<file path="src/rtl/alu_dup_pkg.sv">
package alu_dup_pkg;
  localparam int OPW = 3;
  localparam logic [OPW-1:0] OP_ADD = 3'b000;
  localparam logic [OPW-1:0] OP_INC = 3'b001;
  localparam logic [OPW-1:0] OP_DEC = 3'b010;
  localparam logic [OPW-1:0] OP_GT  = 3'b011;
  localparam logic [OPW-1:0] OP_LT  = 3'b100;
endpackage

</file>
<file path="src/rtl/alu_core.sv">
module alu_core
  import alu_dup_pkg::*;
#(
  parameter int W = 4
) (
  input  logic [W-1:0]     a,
  input  logic [W-1:0]     b,
  input  logic             cin,
  input  logic [OPW-1:0]   op,
  output logic [2*W-1:0]   word
);
  localparam int RW = 2 * W;
  logic [RW-1:0] ax, bx;

  assign ax = RW'(a);
  assign bx = RW'(b);

  always_comb begin
    case (op)
      OP_ADD:  word = ax + bx + RW'(cin);
      OP_INC:  word = ax + RW'(1);
      OP_DEC:  word = ax - RW'(1);
      OP_GT:   word = (a > b) ? ax : bx;
      OP_LT:   word = (a < b) ? ax : bx;
      default: word = '0;
    endcase
  end
endmodule

</file>
<file path="src/rtl/sa0_mask.sv">
module sa0_mask
  import alu_dup_pkg::*;
#(
  parameter int RW = 8,
  parameter logic [OPW-1:0] TARGET_OP = OP_LT
) (
  input  logic [RW-1:0]  in_word,
  input  logic [OPW-1:0] op,
  input  logic           fault_en,
  output logic [RW-1:0]  out_word
);
  logic hit;
  assign hit      = fault_en && (op == TARGET_OP);
  assign out_word = hit ? '0 : in_word;
endmodule

</file>
<file path="src/rtl/mismatch_cmp.sv">
module mismatch_cmp #(
  parameter int RW = 8
) (
  input  logic          clk,
  input  logic          rst_n,
  input  logic [RW-1:0] ref_word,
  input  logic [RW-1:0] chk_word,
  output logic [RW-1:0] diff,
  output logic          flag,
  output logic          flag_q
);
  assign diff = ref_word ^ chk_word;
  assign flag = |diff;

  always_ff @(posedge clk or negedge rst_n) begin
    if (!rst_n) flag_q <= 1'b0;
    else        flag_q <= flag;
  end

  assert_flag_pipe_R10: assert property (@(posedge clk) disable iff (!rst_n)
    1'b1 |=> flag_q == $past(flag));
  assert_flag_follows_words_R9: assert property (@(posedge clk) disable iff (!rst_n)
    (ref_word == chk_word) |-> !flag);
endmodule

</file>
<file path="src/rtl/alu_dup_check.sv">
module alu_dup_check
  import alu_dup_pkg::*;
#(
  parameter int W = 4
) (
  input  logic             clk,
  input  logic             rst_n,
  input  logic [W-1:0]     a,
  input  logic [W-1:0]     b,
  input  logic             cin,
  input  logic [OPW-1:0]   op,
  input  logic             fault_en,
  output logic [2*W-2:0]   ref_res,
  output logic             ref_carry,
  output logic [2*W-2:0]   chk_res,
  output logic             chk_carry,
  output logic [2*W-1:0]   diff_vec,
  output logic             mismatch,
  output logic             mismatch_q
);
  localparam int RW = 2 * W;
  logic [RW-1:0] ref_word, raw_word, chk_word;

  alu_core #(.W(W)) u_ref (.a(a), .b(b), .cin(cin), .op(op), .word(ref_word));
  alu_core #(.W(W)) u_dup (.a(a), .b(b), .cin(cin), .op(op), .word(raw_word));

  sa0_mask #(.RW(RW), .TARGET_OP(OP_LT)) u_mask (
    .in_word(raw_word), .op(op), .fault_en(fault_en), .out_word(chk_word));

  mismatch_cmp #(.RW(RW)) u_cmp (
    .clk(clk), .rst_n(rst_n), .ref_word(ref_word), .chk_word(chk_word),
    .diff(diff_vec), .flag(mismatch), .flag_q(mismatch_q));

  assign ref_res   = ref_word[RW-2:0];
  assign ref_carry = ref_word[RW-1];
  assign chk_res   = chk_word[RW-2:0];
  assign chk_carry = chk_word[RW-1];

  assert_quiet_when_off_R9: assert property (@(posedge clk) disable iff (!rst_n)
    !fault_en |-> !mismatch);
  assert_only_lt_differs_R7: assert property (@(posedge clk) disable iff (!rst_n)
    (op != OP_LT) |-> (chk_res == ref_res && chk_carry == ref_carry));
  assert_unused_zero_R6: assert property (@(posedge clk) disable iff (!rst_n)
    (op > OP_LT) |-> (ref_res == '0 && !ref_carry && chk_res == '0));
  assert_add_no_carry_R1: assert property (@(posedge clk) disable iff (!rst_n)
    (op == OP_ADD) |-> !ref_carry);
  assert_lt_bounded_R5: assert property (@(posedge clk) disable iff (!rst_n)
    (op == OP_LT) |-> (ref_res <= (2*W-1)'(a) && ref_res <= (2*W-1)'(b)));
  assert_gt_bounded_R4: assert property (@(posedge clk) disable iff (!rst_n)
    (op == OP_GT) |-> (ref_res >= (2*W-1)'(a) && ref_res >= (2*W-1)'(b)));
endmodule

</file>
<file path="config.mk">
export PLATFORM = sky130hd
export DESIGN_NAME = alu_dup_check
export DESIGN_NICKNAME = d
export VERILOG_FILES = /design/src/rtl/alu_dup_pkg.sv /design/src/rtl/alu_core.sv /design/src/rtl/sa0_mask.sv /design/src/rtl/mismatch_cmp.sv /design/src/rtl/alu_dup_check.sv
export SDC_FILE = /design/constraint.sdc
export NUM_CORES = 1
export LEC_CHECK = 0
export BUFFER_PORTS_ARGS = -buffer_cell sky130_fd_sc_hd__buf_2
export CORE_AREA = 2 2 47 49
export DETAILED_ROUTE_END_ITERATION = 10
export DIE_AREA = 0 0 49 51
export GPL_TIMING_DRIVEN = 0
export PLACE_DENSITY_LB_ADDON = 0.2
export SYNTH_ARGS = -nofsm -noshare
export SYNTH_HDL_FRONTEND = slang
export SYNTH_SLANG_ARGS = --single-unit
</file>
<file path="constraint.sdc">
create_clock -name clk -period 4.8 [get_ports clk]
set_input_delay 0.48 -clock clk [delete_from_list [all_inputs] [get_ports clk]]
set_output_delay 0.48 -clock clk [all_outputs]
set_load 0.01 [all_outputs]
</file>
After elaboration in Yosys (flattened, before gate mapping)
Index checks and enable logic that the tools add are counted.
- register bits: 1
- bits in latches: 0
- memory bits (writable): 0
- memory bits (read-only): 0
- word-level logic and storage cells: 19
- memories: 0
- $add $sub $neg: 4
- multiply operators: 0
- div/mod/pow operators: 0
- order comparisons: 2
- eq/ne operators: 4
- shift operators: 0
- mux-type cells: 4
- bitwise gates (word level): 1
- reduce and logical (&&, ||, !) cells: 3
- operators by type and width (cell ; number):
    $pmux 8 s5 ; 1
    $add 8x1->8 ; 1
    $mux 4 ; 2
    $mux 8 ; 1
    $reduce_or 8->1 ; 1
    $xor 8x8->8 ; 1
    $eq 3x2->1 const B ; 2
    $add 4x1->5 const B ; 1
    $add 4x4->5 ; 1
    $sub 4x1->5 const B ; 1
    $gt 4x4->1 ; 1
    $lt 4x4->1 ; 1
    $eq 3x1->1 const B ; 1
    $eq 3x3->1 const B ; 1
    $logic_not 3->1 ; 1
    $logic_and 1x1->1 ; 1

Logic depth before layout (Yosys ltp)
- depth in word-level cells: 6
- mapped depth: 10

By module
A second synthesis with hierarchy kept.
- cell total of the unflattened synthesis: 190
- area, all modules: 1519.0 µm²
- by module, submodules not included (module ; instances ; cells each ; area each (µm²) ; seq. area each (µm²)):
    alu_core at u_ref ; 1 ; 84 ; 668.1 ; 0.0
    alu_core at u_dup ; 1 ; 85 ; 653.1 ; 0.0
    mismatch_cmp ; 1 ; 12 ; 111.4 ; 25.0
    sa0_mask ; 1 ; 9 ; 86.3 ; 0.0

Worst setup path after synthesis
OpenSTA, ideal clock, no wires.
- path type: input to output
- start point: input a[0]
- end point: output mismatch
- arrival: 2.320 ns
- data required time: 4.320 ns
- path slack: 2.000 ns
- stages: 8
- path through: ha_1 > fa_1 > xnor2_1 > and3_4 > xnor3_1 > o41ai_2 > a211oi_2 > a41oi_2
- word-level cells in the longest chain between the ends: 6
- elaborated cells on any way between the ends: 12
- RTL lines (element ; line ; text):
    start: declaration ; alu_dup_check.sv:8 ; input logic [W-1:0] a,
    $add 4x4->5 (tied with other cells) ; alu_core.sv:20 ; OP_ADD: word = ax + bx + RW'(cin);
    $add 8x1->8 (tied with other cells) ; alu_core.sv:20 ;
    $pmux 8 s5 (*) ; alu_core.sv:19 ; case (op)
    $mux 8 ; sa0_mask.sv:14 ; assign out_word = hit ? '0 : in_word;
    $xor 8x8->8 (*) ; mismatch_cmp.sv:12 ; assign diff = ref_word ^ chk_word;
    $reduce_or 8->1 (*) ; mismatch_cmp.sv:13 ; assign flag = |diff;
    end: declaration ; alu_dup_check.sv:18 ; output logic mismatch,
Mark *: on every way between the ends. The rest lies on a longest branch, timed or not.

Worst setup path in the final report
Ends and elaborated chain as after synthesis.

==> Flow_metrics.wiki <==
{| class="wikitable"
! Metric !! Value
|-
| Outcome || complete, no violations
|-
| Starting density of the core || 47.24%
|-
| Unrepaired setup endpoints after global routing || false
|-
| Core Region || 2063 um2
|-
| Number of library cell types mapped by synthesis || 49
|-
| Count of buffers from port buffering || 34
|-
| Switching share of total power || 51.46%
|-
| Count of final hold-check violations || 0
|-
| GR Util met3 || 0%
|-
| Detail-routed net length per standard cell || 11.90 um
|-
| Quantity of gates resized following cts || 0
|-
| Leading register cell type out of synthesis || sky130_fd_sc_hd__dfrtp_1
|-
| Number of antenna violations at the first check in global routing || 0
|-
| Fraction of met2 tracks used by global routing || 33.56%
|-
| Vias per std cell || 4.968
|-
| Async set or reset register ratio after synthesis || 100.0%
|-
| Number of pins exceeding their max-slew limit in the final report || 0
|-
| Biggest registers after layout || u_cmp.flag_q (1)
|-
| GRT overflow || 0
|-
| Cells after Synth || 123
|-
| Most frequent cell after synthesis || sky130_fd_sc_hd__nor2_1
|-
| Combinational fraction of design power || 93.6%
|-
| Rel. slew slack || 58.98%
|-
| Final routed DRC violation total || 0
|-
| Initial DRC Count || 8
|-
| Remaining antenna violation count || 0
|-
| Leakage component of the power || 0.6604 nW
|-
| Count of state elements after synthesis || 1
|-
| Antenna cell count || 0
|-
| DP Worst Slack || 1.521 ns
|-
| Global-route total usage across every layer || 17.99%
|-
| Largest reg by FF count || u_cmp.flag_q
|-
| Net switching power of the design || 0.07120 mW
|-
| Register clock-pin slew on the reported worst setup and hold paths || 0 ns
|-
| Peak clock frequency supported by timing || 300.8 MHz
|-
| Hpwl dp || 1928 um
|-
| DRT Pass-1 Iters || 4
|-
| Worst path arrival time || 2.84 ns
|-
| Kind of launch point of the worst setup path || input port
|-
| Maximum net fanout on the critical path || 9
|-
| Finish-stage setup viols || 0
|-
| Cell Int Power || 0.06716 mW
|-
| Vertical die dimension || 51 um
|-
| Count of max-cap constraint violations || 0
|-
| Standard-cell row count || 17
|-
| Period Utilization, post-route || 69.27%
|-
| Routability congestion estimate from global placement || 0.8397
|-
| Critical Path RT || 4.32 ns
|-
| Maximum vdd drop || 0.06931 mV
|-
| Number of enable-type register cells in the synthesized netlist || 0
|-
| Syn Std Cell Area || 974.7 um2
|-
| Area enclosed by the die boundary || 2499 um2
|-
| Met1 usage in global routing || 24.87%
|-
| Total vias in the final route || 934
|-
| Die width || 49 um
|-
| Top cells by area, synth || sky130_fd_sc_hd__ha_1 (15%), sky130_fd_sc_hd__nor2_1 (5.4%), sky130_fd_sc_hd__a221oi_2 (4.6%)
|-
| Via count of the first global-routing pass || 847
|-
| Share of synthesized area occupied by flip-flops and latches || 2.567%
|-
| Hold buffers post-CTS || 0
|-
| Maximum number of pins on one net before global-route repair || 11
|-
| Buffers inserted by post-CTS timing repair || 0
|-
| Fillers || 201
|-
| Clk network pwr share || 0%
|-
| Dominant cell type by area after synthesis || sky130_fd_sc_hd__ha_1
|-
| Layout Nets || 190
|-
| Layer with the highest usage || met2
|-
| Smallest setup slack after layout || 1.475 ns
|-
| Area share of the largest cell type after synthesis || 15.40%
|-
| Path type of the worst min-delay path || input port to asynchronous set/reset pin
|-
| Flip-flop count of the largest register after layout || 1
|-
| Critical path endpoint category || output port
|-
| Area grow syn2layout || 22.21%
|-
| Total wirelength of the detailed-routed design || 2237 um
|-
| Total Neg Setup Slack || 0 ns
|-
| Mean cell area of the mapped netlist || 7.924 um2
|-
| Power density over cell area || 116.2 nW/um2
|-
| Setup CP Type || input port to output port
|-
| Wire length of the first global-routing pass || 3691 um
|-
| Layout cells sized above 1 || 37.50%
|-
| Total number of yosys warnings || 0
|-
| Relative contribution of sequential cells to total power || 6.4%
|-
| I/O pin count || 41
|-
| Clock period minus worst slack || 3.325 ns
|-
| Synth cell count leaders || sky130_fd_sc_hd__nor2_1 (14), sky130_fd_sc_hd__ha_1 (12), sky130_fd_sc_hd__inv_1 (12)
|-
| Transition at the pin with the smallest max-transition slack || 0.5997 ns
|}
final cells by class:
type                    count  area, um2  area share [%]
flip-flops and latches      1      25.02           2.101
repair buffers             34      170.2           14.29
plain buffers              10      63.81           5.357
multi-input cells         103      852.1           71.53
inverters                  12      45.04           3.782
well taps                  28      35.03           2.941
per-layer routing:
metal	vias up	share of wire, %
met4	0	0
met3	0	1.6
met2	13	51
met1	421	48
li1	500	-
met5	-	0
critical path, cell delays in order:
cell and delay [ns]:
sky130_fd_sc_hd__buf_2 0.16, sky130_fd_sc_hd__ha_1 0.24, sky130_fd_sc_hd__fa_1 0.49, sky130_fd_sc_hd__ha_1 0.31, sky130_fd_sc_hd__nor3_1 0.04, sky130_fd_sc_hd__a2111oi_0 0.57, sky130_fd_sc_hd__a221oi_2 0.13, sky130_fd_sc_hd__a41oi_2 0.25
sky130_fd_sc_hd__buf_2 0.16
power by group through the flow:
stage / logic (mW) / clock network (mW) / registers, mW
finish: 0.129 / 0 / 0.00888
global route: 0.142 / 0 / 0.00888
CTS: 0.130 / 0 / 0.00888
detailed placement: 0.129 / 0 / 0.00888
global placement: 0.126 / 0 / 0.00888
floorplan: 0.0950 / 0 / 0.00905
layout by cell type (no fill, tap or decap), types with 2 or more instances in the layout:
| master | instances |
|---|---|
| sky130_fd_sc_hd__nor3_1 | 3 |
| sky130_fd_sc_hd__a221oi_2 | 3 |
| sky130_fd_sc_hd__inv_1 | 12 |
| sky130_fd_sc_hd__buf_2 | 37 |
| sky130_fd_sc_hd__ha_1 | 12 |
| sky130_fd_sc_hd__nand2_1 | 7 |
| sky130_fd_sc_hd__nand2b_1 | 4 |
| sky130_fd_sc_hd__o211ai_1 | 2 |
| sky130_fd_sc_hd__nand2_2 | 2 |
| sky130_fd_sc_hd__mux2i_1 | 3 |
| sky130_fd_sc_hd__conb_1 | 4 |
| sky130_fd_sc_hd__nor2b_1 | 3 |
| sky130_fd_sc_hd__a21o_1 | 4 |
| sky130_fd_sc_hd__a21oi_1 | 3 |
| sky130_fd_sc_hd__nor2_1 | 14 |
| sky130_fd_sc_hd__o21ai_0 | 3 |
| sky130_fd_sc_hd__buf_4 | 6 |
| sky130_fd_sc_hd__xnor2_1 | 4 |
| sky130_fd_sc_hd__nor4_1 | 2 |
| sky130_fd_sc_hd__mux2_1 | 3 |
logic make-up (layout without fill, tap and decap cells):
group	count (synthesis)	after routing	synth area share (%)
AND/OR/NAND/NOR	45	45	26.19
AO/OA/AOI/OAI	28	28	27.73
buffers and inverters	22	56	11.17
adder cells (fa/ha/maj)	13	13	17.46
multiplexers	7	7	7.702
XOR/XNOR	6	6	6.803
other	1	4	0.3847
flip-flops	1	1	2.567
per-stage QoR:
step | hold WS (ns) | power, mW | area (um2) | instances | util, %
after floorplan | 0.1844 | 0.1041 | 985.9 | 126 | -
after global placement | 0.2544 | 0.1346 | 1191 | 188 | 57.73
after detailed placement | 0.2560 | 0.1377 | 1191 | 188 | 57.73
after CTS | 0.2560 | 0.1387 | 1191 | 188 | 57.73
after global routing | 0.2569 | 0.1509 | 1191 | 188 | 57.73
final | 0.2546 | 0.1384 | 1191 | 188 | 57.73
path summary, 6_finish.rpt:
kind	from	end	slack [ns]	cells after the start
max in group asynchronous	rst_n	u_cmp.flag_q	4.46	1
min in group clk	fault_en	u_cmp.flag_q	0.85	3
worst max-delay path	a[0]	mismatch	1.48	9
worst min-delay path	rst_n	u_cmp.flag_q	0.25	1
Power figures use the tool's default switching activity.
